<file path="src/rtl/apg_pkg.sv">
package apg_pkg;
    localparam int MAX_GEN      = 3;
    localparam int REG_ALARM_LO = 0;
    localparam int REG_ALARM_HI = 1;
    localparam int REG_CTRL     = 2;
    localparam int REG_IVL0     = 3;

    typedef enum logic [1:0] {
        ST_IDLE  = 2'd0,
        ST_ARMED = 2'd1,
        ST_RUN   = 2'd2
    } seq_state_e;
endpackage

</file>
<file path="src/rtl/apg_alarm_seq.sv">
module apg_alarm_seq
    import apg_pkg::*;
#(
    parameter int DATA_W = 32,
    parameter int ADDR_W = 3,
    localparam int TIME_W = 2 * DATA_W
) (
    input  logic              clk_i,
    input  logic              rst_ni,
    input  logic              wr_en_i,
    input  logic [ADDR_W-1:0] wr_addr_i,
    input  logic [DATA_W-1:0] wr_data_i,
    input  logic [TIME_W-1:0] time_ns_i,
    output logic              start_o,
    output logic              run_o,
    output seq_state_e        state_o
);
    logic [TIME_W-1:0] alarm_q;
    logic              start_en_q;
    seq_state_e        state_q, state_d;
    logic              lo_wr, hi_wr, ctrl_wr, reached;

    assign lo_wr   = wr_en_i && (wr_addr_i == ADDR_W'(REG_ALARM_LO));
    assign hi_wr   = wr_en_i && (wr_addr_i == ADDR_W'(REG_ALARM_HI));
    assign ctrl_wr = wr_en_i && (wr_addr_i == ADDR_W'(REG_CTRL));
    assign reached = (time_ns_i >= alarm_q);

    // alarm halves and start-on-alarm enable
    always_ff @(posedge clk_i) begin
        if (!rst_ni) begin
            alarm_q    <= '0;
            start_en_q <= 1'b0;
        end else begin
            if (lo_wr)   alarm_q[DATA_W-1:0]      <= wr_data_i;
            if (hi_wr)   alarm_q[TIME_W-1:DATA_W] <= wr_data_i;
            if (ctrl_wr) start_en_q               <= wr_data_i[0];
        end
    end

    // state register
    always_ff @(posedge clk_i) begin
        if (!rst_ni) state_q <= ST_IDLE;
        else         state_q <= state_d;
    end

    // next state
    always_comb begin
        state_d = state_q;
        if (hi_wr) begin
            state_d = ST_ARMED;
        end else begin
            unique case (state_q)
                ST_IDLE:  state_d = ST_IDLE;
                ST_ARMED: if (reached) state_d = start_en_q ? ST_RUN : ST_IDLE;
                ST_RUN:   state_d = ST_RUN;
                default:  state_d = ST_IDLE;
            endcase
        end
    end

    // outputs
    always_comb begin
        start_o = (state_q == ST_ARMED) && !hi_wr && reached && start_en_q;
        run_o   = (state_q == ST_RUN);
        state_o = state_q;
    end
endmodule

</file>
<file path="src/rtl/apg_pulse_gen.sv">
module apg_pulse_gen #(
    parameter int DATA_W    = 32,
    parameter int TICK_W    = 8,
    parameter int ADDR_W    = 3,
    parameter int SLOT_ADDR = 3
) (
    input  logic              clk_i,
    input  logic              rst_ni,
    input  logic              wr_en_i,
    input  logic [ADDR_W-1:0] wr_addr_i,
    input  logic [DATA_W-1:0] wr_data_i,
    input  logic              start_i,
    input  logic              run_i,
    input  logic              adv_i,
    input  logic [TICK_W-1:0] tick_i,
    output logic              pulse_o,
    output logic [DATA_W-1:0] ivl_o
);
    localparam int REM_W = DATA_W + 1;

    logic [DATA_W-1:0] ivl_q;
    logic [REM_W-1:0]  rem_q;
    logic              pulse_q;
    logic              ivl_wr, active, due;
    logic [REM_W-1:0]  tick_ext;

    assign ivl_wr   = wr_en_i && (wr_addr_i == ADDR_W'(SLOT_ADDR));
    assign tick_ext = REM_W'(tick_i);
    assign active   = run_i && adv_i && (ivl_q != '0);
    assign due      = (rem_q <= tick_ext);

    always_ff @(posedge clk_i) begin
        if (!rst_ni) begin
            ivl_q   <= '0;
            rem_q   <= '0;
            pulse_q <= 1'b0;
        end else begin
            pulse_q <= 1'b0;
            if (ivl_wr) ivl_q <= wr_data_i;
            if (start_i) begin
                rem_q <= {1'b0, ivl_q};
            end else if (active) begin
                if (due) begin
                    pulse_q <= 1'b1;
                    rem_q   <= rem_q + {1'b0, ivl_q};
                end else begin
                    rem_q   <= rem_q - tick_ext;
                end
            end
        end
    end

    assign pulse_o = pulse_q;
    assign ivl_o   = ivl_q;
endmodule

</file>
<file path="src/rtl/alarm_pulse_gen.sv">
module alarm_pulse_gen
    import apg_pkg::*;
#(
    parameter int DATA_W   = 32,
    parameter int TICK_W   = 8,
    parameter int ADDR_W   = 3,
    parameter int THIRD_EN = 1,
    localparam int TIME_W  = 2 * DATA_W
) (
    input  logic               clk_i,
    input  logic               rst_ni,
    input  logic [TIME_W-1:0]  time_ns_i,
    input  logic               tick_adv_i,
    input  logic [TICK_W-1:0]  tick_ns_i,
    input  logic               wr_en_i,
    input  logic [ADDR_W-1:0]  wr_addr_i,
    input  logic [DATA_W-1:0]  wr_data_i,
    output logic [MAX_GEN-1:0] pulse_o,
    output logic               pulse_evt_o
);
    localparam int NUM_GEN = (THIRD_EN != 0) ? MAX_GEN : MAX_GEN - 1;

    seq_state_e                seq_state;
    logic                      seq_start, seq_run;
    logic [MAX_GEN-1:0]        pulse_w;
    logic [MAX_GEN*DATA_W-1:0] ivl_all;
    logic                      evt_q;

    apg_alarm_seq #(.DATA_W(DATA_W), .ADDR_W(ADDR_W)) u_seq (
        .clk_i     (clk_i),
        .rst_ni    (rst_ni),
        .wr_en_i   (wr_en_i),
        .wr_addr_i (wr_addr_i),
        .wr_data_i (wr_data_i),
        .time_ns_i (time_ns_i),
        .start_o   (seq_start),
        .run_o     (seq_run),
        .state_o   (seq_state)
    );

    for (genvar g = 0; g < MAX_GEN; g++) begin : g_gen
        if (g < NUM_GEN) begin : g_on
            apg_pulse_gen #(
                .DATA_W(DATA_W), .TICK_W(TICK_W), .ADDR_W(ADDR_W),
                .SLOT_ADDR(REG_IVL0 + g)
            ) u_gen (
                .clk_i     (clk_i),
                .rst_ni    (rst_ni),
                .wr_en_i   (wr_en_i),
                .wr_addr_i (wr_addr_i),
                .wr_data_i (wr_data_i),
                .start_i   (seq_start),
                .run_i     (seq_run),
                .adv_i     (tick_adv_i),
                .tick_i    (tick_ns_i),
                .pulse_o   (pulse_w[g]),
                .ivl_o     (ivl_all[g*DATA_W +: DATA_W])
            );
        end else begin : g_off
            assign pulse_w[g]                 = 1'b0;
            assign ivl_all[g*DATA_W +: DATA_W] = '0;
        end
    end

    always_ff @(posedge clk_i) begin
        if (!rst_ni) evt_q <= 1'b0;
        else         evt_q <= pulse_w[0];
    end

    assign pulse_o     = pulse_w;
    assign pulse_evt_o = evt_q;
endmodule

</file>
<file path="config.mk">
export PLATFORM = sky130hd
export DESIGN_NAME = alarm_pulse_gen
export DESIGN_NICKNAME = d
export VERILOG_FILES = /design/src/rtl/apg_pkg.sv /design/src/rtl/apg_alarm_seq.sv /design/src/rtl/apg_pulse_gen.sv /design/src/rtl/alarm_pulse_gen.sv
export SDC_FILE = /design/constraint.sdc
export NUM_CORES = 1
export LEC_CHECK = 0
export BUFFER_PORTS_ARGS = -buffer_cell sky130_fd_sc_hd__buf_2
export CORE_MARGIN = 2
export CORE_UTILIZATION = 57
export DETAILED_ROUTE_END_ITERATION = 16
export HOLD_SLACK_MARGIN = 0.03
export PLACE_DENSITY = 0.78
export REMOVE_ABC_BUFFERS = 1
export SYNTH_ARGS = -nofsm -noshare
export SYNTH_HDL_FRONTEND = slang
export SYNTH_SLANG_ARGS = --single-unit
export TNS_END_PERCENT = 50
</file>
<file path="constraint.sdc">
create_clock -name clk_i -period 3.5 [get_ports clk_i]
set_input_delay 0.525 -clock clk_i [delete_from_list [all_inputs] [get_ports clk_i]]
set_output_delay 0.525 -clock clk_i [all_outputs]
set_load 0.01 [all_outputs]
</file>
== Yosys cells after proc, flatten, opt, wreduce, memory -nomap -nowiden ==
Cells that the tools add are included.
Operators by class
  add/sub/neg operators: 6
  $mul: 0
  divide/modulo/power cells: 0
  order comparisons: 4
  equality and inequality tests: 9
  shift-type cells: 0
  multiplexer cells: 16
  bitwise logic cells: 4
  reductions and logical operators: 26
Operators by type and width (number)
  32-bit 2-to-1 mux: 6
  33-bit by 32-bit adder with 33-bit output: 3
  33-bit by 8-bit <= comparator with 1-bit output: 3
  33-bit 2-to-1 mux: 3
  33-bit by 8-bit subtractor with 33-bit output: 3
  32-bit nonzero test: 3
  64-bit greater-or-equal comparator: 1
  1-bit logical AND: 13
  3-bit OR reduction: 3
  3-bit by 2-bit == test with 1-bit output (second input constant): 2
  3-bit == test (second input constant): 2
  2-bit nonzero test: 3
  1-bit 2-to-1 mux: 4
  2-bit 2-to-1 mux: 2
  1-bit NOT: 4
  2-bit case mux with 2 select lines: 1
  2-bit OR reduction: 2
  3-bit by 1-bit == test with 1-bit output (second input constant): 1
  3-bit zero test: 1
  3-bit by 1-bit inequality test with 1-bit output (second input constant): 1
  2-bit by 1-bit == test with 1-bit output (second input constant): 1
  2-bit == test (second input constant): 1
  2-bit by 1-bit inequality test with 1-bit output (second input constant): 1
  1-bit zero test: 1
Word-level totals
  register bits after elaboration: 266
  bits in latches: 0
  bits in writable memories: 0
  ROM bits: 0
  input port bits: 111
  logic and storage cells: 83
  memories kept: 0

== Longest topological paths before layout ==
  depth in word-level cells: 7
  mapped depth: 14
  gate-level depth less buffers: 12

== Hierarchy ==
Synthesis repeated with hierarchy kept, for this count alone.
Unflattened totals
  cell total of the unflattened synthesis: 2744
  area, all modules: 20652.3 um2
By module, submodules not included
  apg_pulse_gen (g_gen[2].g_on.u_gen): instances 1, cells each 757, area each 5718.0 um2
  apg_pulse_gen (g_gen[0].g_on.u_gen): instances 1, cells each 725, area each 5471.5 um2
  apg_pulse_gen (g_gen[1].g_on.u_gen): instances 1, cells each 726, area each 5467.7 um2
  apg_alarm_seq: instances 1, cells each 534, area each 3968.8 um2
  alarm_pulse_gen: instances 1, cells each 2, area each 26.3 um2

== Least setup slack after synthesis ==
No wires, ideal clock.
  path type: input to register
  start point: input tick_ns_i[1]
  end point: register g_gen[1].g_on.u_gen.rem_q[31]
  setup time: 125 ps
  arrival: 3293 ps
  data required time: 3375 ps
  slack: 82 ps
  stages: 12
  buffers on the path: 1
  cells stage by stage: inv_1 ha_1 nor2b_1 o31a_1 o31a_1 o31ai_1 a21boi_1 nor2_1 clkbuf_1 o21ai_0 a211oi_1 a21oi_1
On the way
  word-level cells in the longest chain between the ends: 4
  elaborated cells on any way between the ends: 5
  those cells by class: add/sub (1); order compare (1); mux (3)
Ends and longest elaborated chain
  start: declaration: line alarm_pulse_gen.sv:14  | input logic [TICK_W-1:0] tick_ns_i,
  33-bit by 8-bit subtractor with 33-bit output or 33-bit by 8-bit <= comparator with 1-bit output (tied branches): line apg_pulse_gen.sv:47, apg_pulse_gen.sv:30
  33-bit 2-to-1 mux (*): line apg_pulse_gen.sv:43  | if (due) begin
  32-bit 2-to-1 mux (*): line apg_pulse_gen.sv:42  | end else if (active) begin
  32-bit 2-to-1 mux (*): line apg_pulse_gen.sv:40  | if (start_i) begin
  end signal: assignment: line apg_pulse_gen.sv:41  | rem_q <= {1'b0, ivl_q};
  end signal: assignment: line apg_pulse_gen.sv:45  | rem_q <= rem_q + {1'b0, ivl_q};
  end signal: assignment: line apg_pulse_gen.sv:47  | rem_q <= rem_q - tick_ext;
  end: declaration: line apg_pulse_gen.sv:22  | logic [REM_W-1:0] rem_q;
Mark *: on every way between the ends. The rest lies on a longest branch, timed or not. The select of a mux whose other input is x is not followed.
A chain may end at the register's enable or synchronous reset.

== Final worst setup path ==
  start point: register g_gen[2].g_on.u_gen.rem_q[17]
  end point: register g_gen[2].g_on.u_gen.rem_q[32]
On the way
  word-level cells in the longest chain between the ends: 2
  elaborated cells on any way between the ends: 4
  those cells by class: add/sub (2); order compare (1); mux (1)
Ends and longest elaborated chain (line)
  start: declaration: apg_pulse_gen.sv:22
  start signal: assignment: apg_pulse_gen.sv:41
  start signal: assignment: apg_pulse_gen.sv:45
  start signal: assignment: apg_pulse_gen.sv:47
  33-bit by 8-bit subtractor with 33-bit output, or another cell as far along: apg_pulse_gen.sv:47
  33-bit 2-to-1 mux (*): apg_pulse_gen.sv:43
Mark *: on every way between the ends. The rest lies on a longest branch, timed or not.

==> impl_metrics.ini <==
[worst_setup_path]
r2r_slack_ns = 0.08
rr_startpoint = g_gen[2].g_on.u_gen.rem_q[17]
crit_fanout = 12
rr_worst_depth = 9
path_class = register to register
crit_path_end_kind = register
start_kind = register
cp.arrival_ns = 3.89
r2r-end = g_gen[2].g_on.u_gen.rem_q[32]
crit_required_ns = 3.97

[synth]
synth_top_area_share_pct = 26.11
ys_dominant_reg_cell = dfxtp_1
synth_adder_area_share_pct = 12.00
synthSimpleGateAreaFrac_pct = 24.21
syn_area_um2 = 20390
syn_avg_cell_area_um2 = 7.253
synth_cells = 2812
synth.area.mux_share_pct = 0.7485
synth_compound_area_share_pct = 28.17
async_flop_share_pct = 0
synth_top_area_cell = dfxtp_1
synth_area_leaders = dfxtp_1 26%, ha_1 11%, nand2_1 9.8%, a21oi_1 9.1%, nor2_1 3.5%
synth-seq-cells = 266
seq_area_frac_synth_pct = 26.11
synth_cell_types = 87
ys.warnings.count = 0
yosys.area_share.xor_xnor_pct = 3.521
synth_edf_count = 0
synth_top_family_by_area = compound AO/OA/AOI/OAI gates

[drt]
route.detailed.wl_per_inst_um = 21.05
antenna_left = 0
vias = 22428
drt-total-wl_um = 72250
drtPass1Iterations = 8
via_per_inst = 6.535
post-route-drc-count = 0
first_iter_violations = 2691

[finish]
final_cells = 3432
design_area_um2 = 23210
drive_gt1_share_pct = 11.63
fin_nets = 3248
syn2layout_area_growth_pct = 13.82

[sta]
fmax_ghz = 0.2922
finalHoldViolCount = 0
worst_pin_slew_ns = 1.201
rsz0062_at_grt = yes
post-route-min-period_ns = 3.422
maxSlewHeadroom_pct = 19.93
skew_ns = 0.01269
finalSetupViolCount = 0
finalSetupTns_ns = 0
finalCritPeriodShare_pct = 97.77
drv_slew = 0

[power]
p_per_area_nw_per_um2 = 320.8
vdd_drop_max_v = 0.0003653
leakagePower_nw = 9.695
total_power_mw = 7.446

[placement]
dpl_cell_area_um2 = 22090
portBuffers = 114
dp_cells = 3374
dp_hpwl_um = 52640
gp_congestion = 0.9753

[status]
status = finished clean

[floorplan]
coreArea_um2 = 35400
ioPinCount = 115
die_w_um = 193.2
start_util_pct = 57.62
fp.dieH_um = 193.2
rows = 69
dieArea_um2 = 37310

[global_route]
grt_antenna_before_repair = 5
grt_overflow = 0
grt_max_degree = 121
grt_first_pass_wirelength_um = 112100
grt_pass1_vias = 20566
grtUsageTotal_pct = 38.07

[clocking]
htreeDepth = 1
cts.sinks = 266
postCtsSetupBuffers = 0
cts_made_buffers = 30
cts_tree = done
root_buffer = clkbuf_16
cts_max_path_buffers = 3
clkTransAtPathRegs_ns = 0.06
clock_latency_ns = 0.58

[hold_path]
whs_endpoint = g_gen[0].g_on.u_gen.ivl_o[4]
hold_depth = 3
hold_path.startpoint = wr_data_i[4]
holdCritPathClass = primary input to register

[flow_run]
drv_cap = 0
Yosys cell counts, drive strengths merged, types with 15 or more instances:
library cell	n
or4	20
o21bai	15
clkbuf	136
a211oi	32
a21o	62
a21oi	369
ha	186
nand2b	28
nand2	535
o21a	26
xor2	35
nor2b	18
nand3	54
o211ai	50
xnor2	47
o221ai	15
o21ai	121
nor3	57
nor2	189
buf	19
and2	17
nand4	37
or3	30
nor4	53
dfxtp	266
o31ai	16
a31oi	31
inv	116
power breakdown:
part	switching (mW)	internal [mW]	leakage, nW
combinational	0.530	0.295	7.02
clock	1.36	2.14	0.528
sequential	0.0441	3.07	2.15
total	1.94	5.51	9.69
how the worst max path moves through the flow:
stage                                    endpoint  cells past startpoint                           from  slack (ns)
global route        g_gen[0].g_on.u_gen.rem_q[29]                     11   g_gen[0].g_on.u_gen.ivl_o[2]       -0.02
floorplan           g_gen[0].g_on.u_gen.rem_q[16]                      3                         rst_ni       -1.86
global placement    g_gen[0].g_on.u_gen.rem_q[17]                     12                  time_ns_i[33]      -0.006
finish              g_gen[2].g_on.u_gen.rem_q[32]                      9  g_gen[2].g_on.u_gen.rem_q[17]        0.08
CTS                 g_gen[0].g_on.u_gen.rem_q[29]                     11   g_gen[0].g_on.u_gen.ivl_o[2]        0.02
detailed placement  g_gen[0].g_on.u_gen.rem_q[17]                     12                  time_ns_i[33]       -0.02
cell type report:
type | instances | area (um2)
fill | 3162 | 12180
antenna | 5 | 12.51
inverter | 116 | 440.4
clock buffer | 39 | 814.5
multi-input combinational | 2275 | 14060
tap | 461 | 576.8
timing repair buffer | 256 | 1728
clock inverter | 14 | 256.5
sequential | 266 | 5325
state kept, by name, indices dropped and copies added, names as in the netlist:
signal	flops
u_seq.start_en_q	1
g_gen.g_on.u_gen.pulse_o	3
pulse_evt_o	1
u_seq.state_o	2
g_gen.g_on.u_gen.rem_q	99
g_gen.g_on.u_gen.ivl_o	96
u_seq.alarm_q	64
placed cells by master, fill, tap and decap left out, types with 54 or more instances in the layout:
cell / netlist / layout
a21o_1: 62 / 62
a21oi_1: 369 / 367
buf_2: 4 / 114
buf_4: 6 / 134
dfxtp_1: 266 / 266
ha_1: 186 / 186
inv_1: 116 / 115
nand2_1: 535 / 534
nand3_1: 54 / 54
nor2_1: 188 / 184
nor3_1: 56 / 55
o21ai_0: 108 / 103
cells by family (layout without fill, tap and decap cells):
family | Yosys count | count (layout)
multiplexers | 15 | 15
adder cells (fa/ha/maj) | 192 | 192
AND/OR/NAND/NOR | 1083 | 1083
buffers and inverters | 271 | 425
XOR/XNOR | 82 | 82
AO/OA/AOI/OAI | 903 | 903
other | 0 | 5
flip-flops | 266 | 266
metrics by stage:
step	setup slack [ns]	utilization [%]	hold slack (ns)
after floorplan	-1.863	-	0.4363
after global placement	-0.006446	62.41	0.4353
after detailed placement	-0.02454	62.41	0.4471
after CTS	0.02421	65.44	0.2767
after global routing	-0.01516	65.56	0.2843
final	0.07798	65.58	0.2893
routing by layer:
layer	vias to the layer above	part of all wire [%]	track usage, %
li1	10504	-	-
met1	10430	41	52.34
met2	1280	43	59.35
met3	214	11	6.787
met4	0	4.6	14.69
met5	-	0	0
critical path: stages, from the launching register on:
cell and delay, ns:
dfxtp_1 0.31, or4_4 0.55, or4_4 0.45, or4_1 0.43, or3_1 0.34, a21boi_4 0.22
nor4_1 0.42, o21ai_1 0.21, and3_1 0.22, o21a_1 0.15
repair_timing:
item / CTS / global route
endpoints found under the setup margin: 0 / 17
hold buffers: 0 / 0
gates resized for setup: 0 / 12
hold endpoints to repair: 0 / 0
No activity file was read; power rests on OpenSTA's default activity.
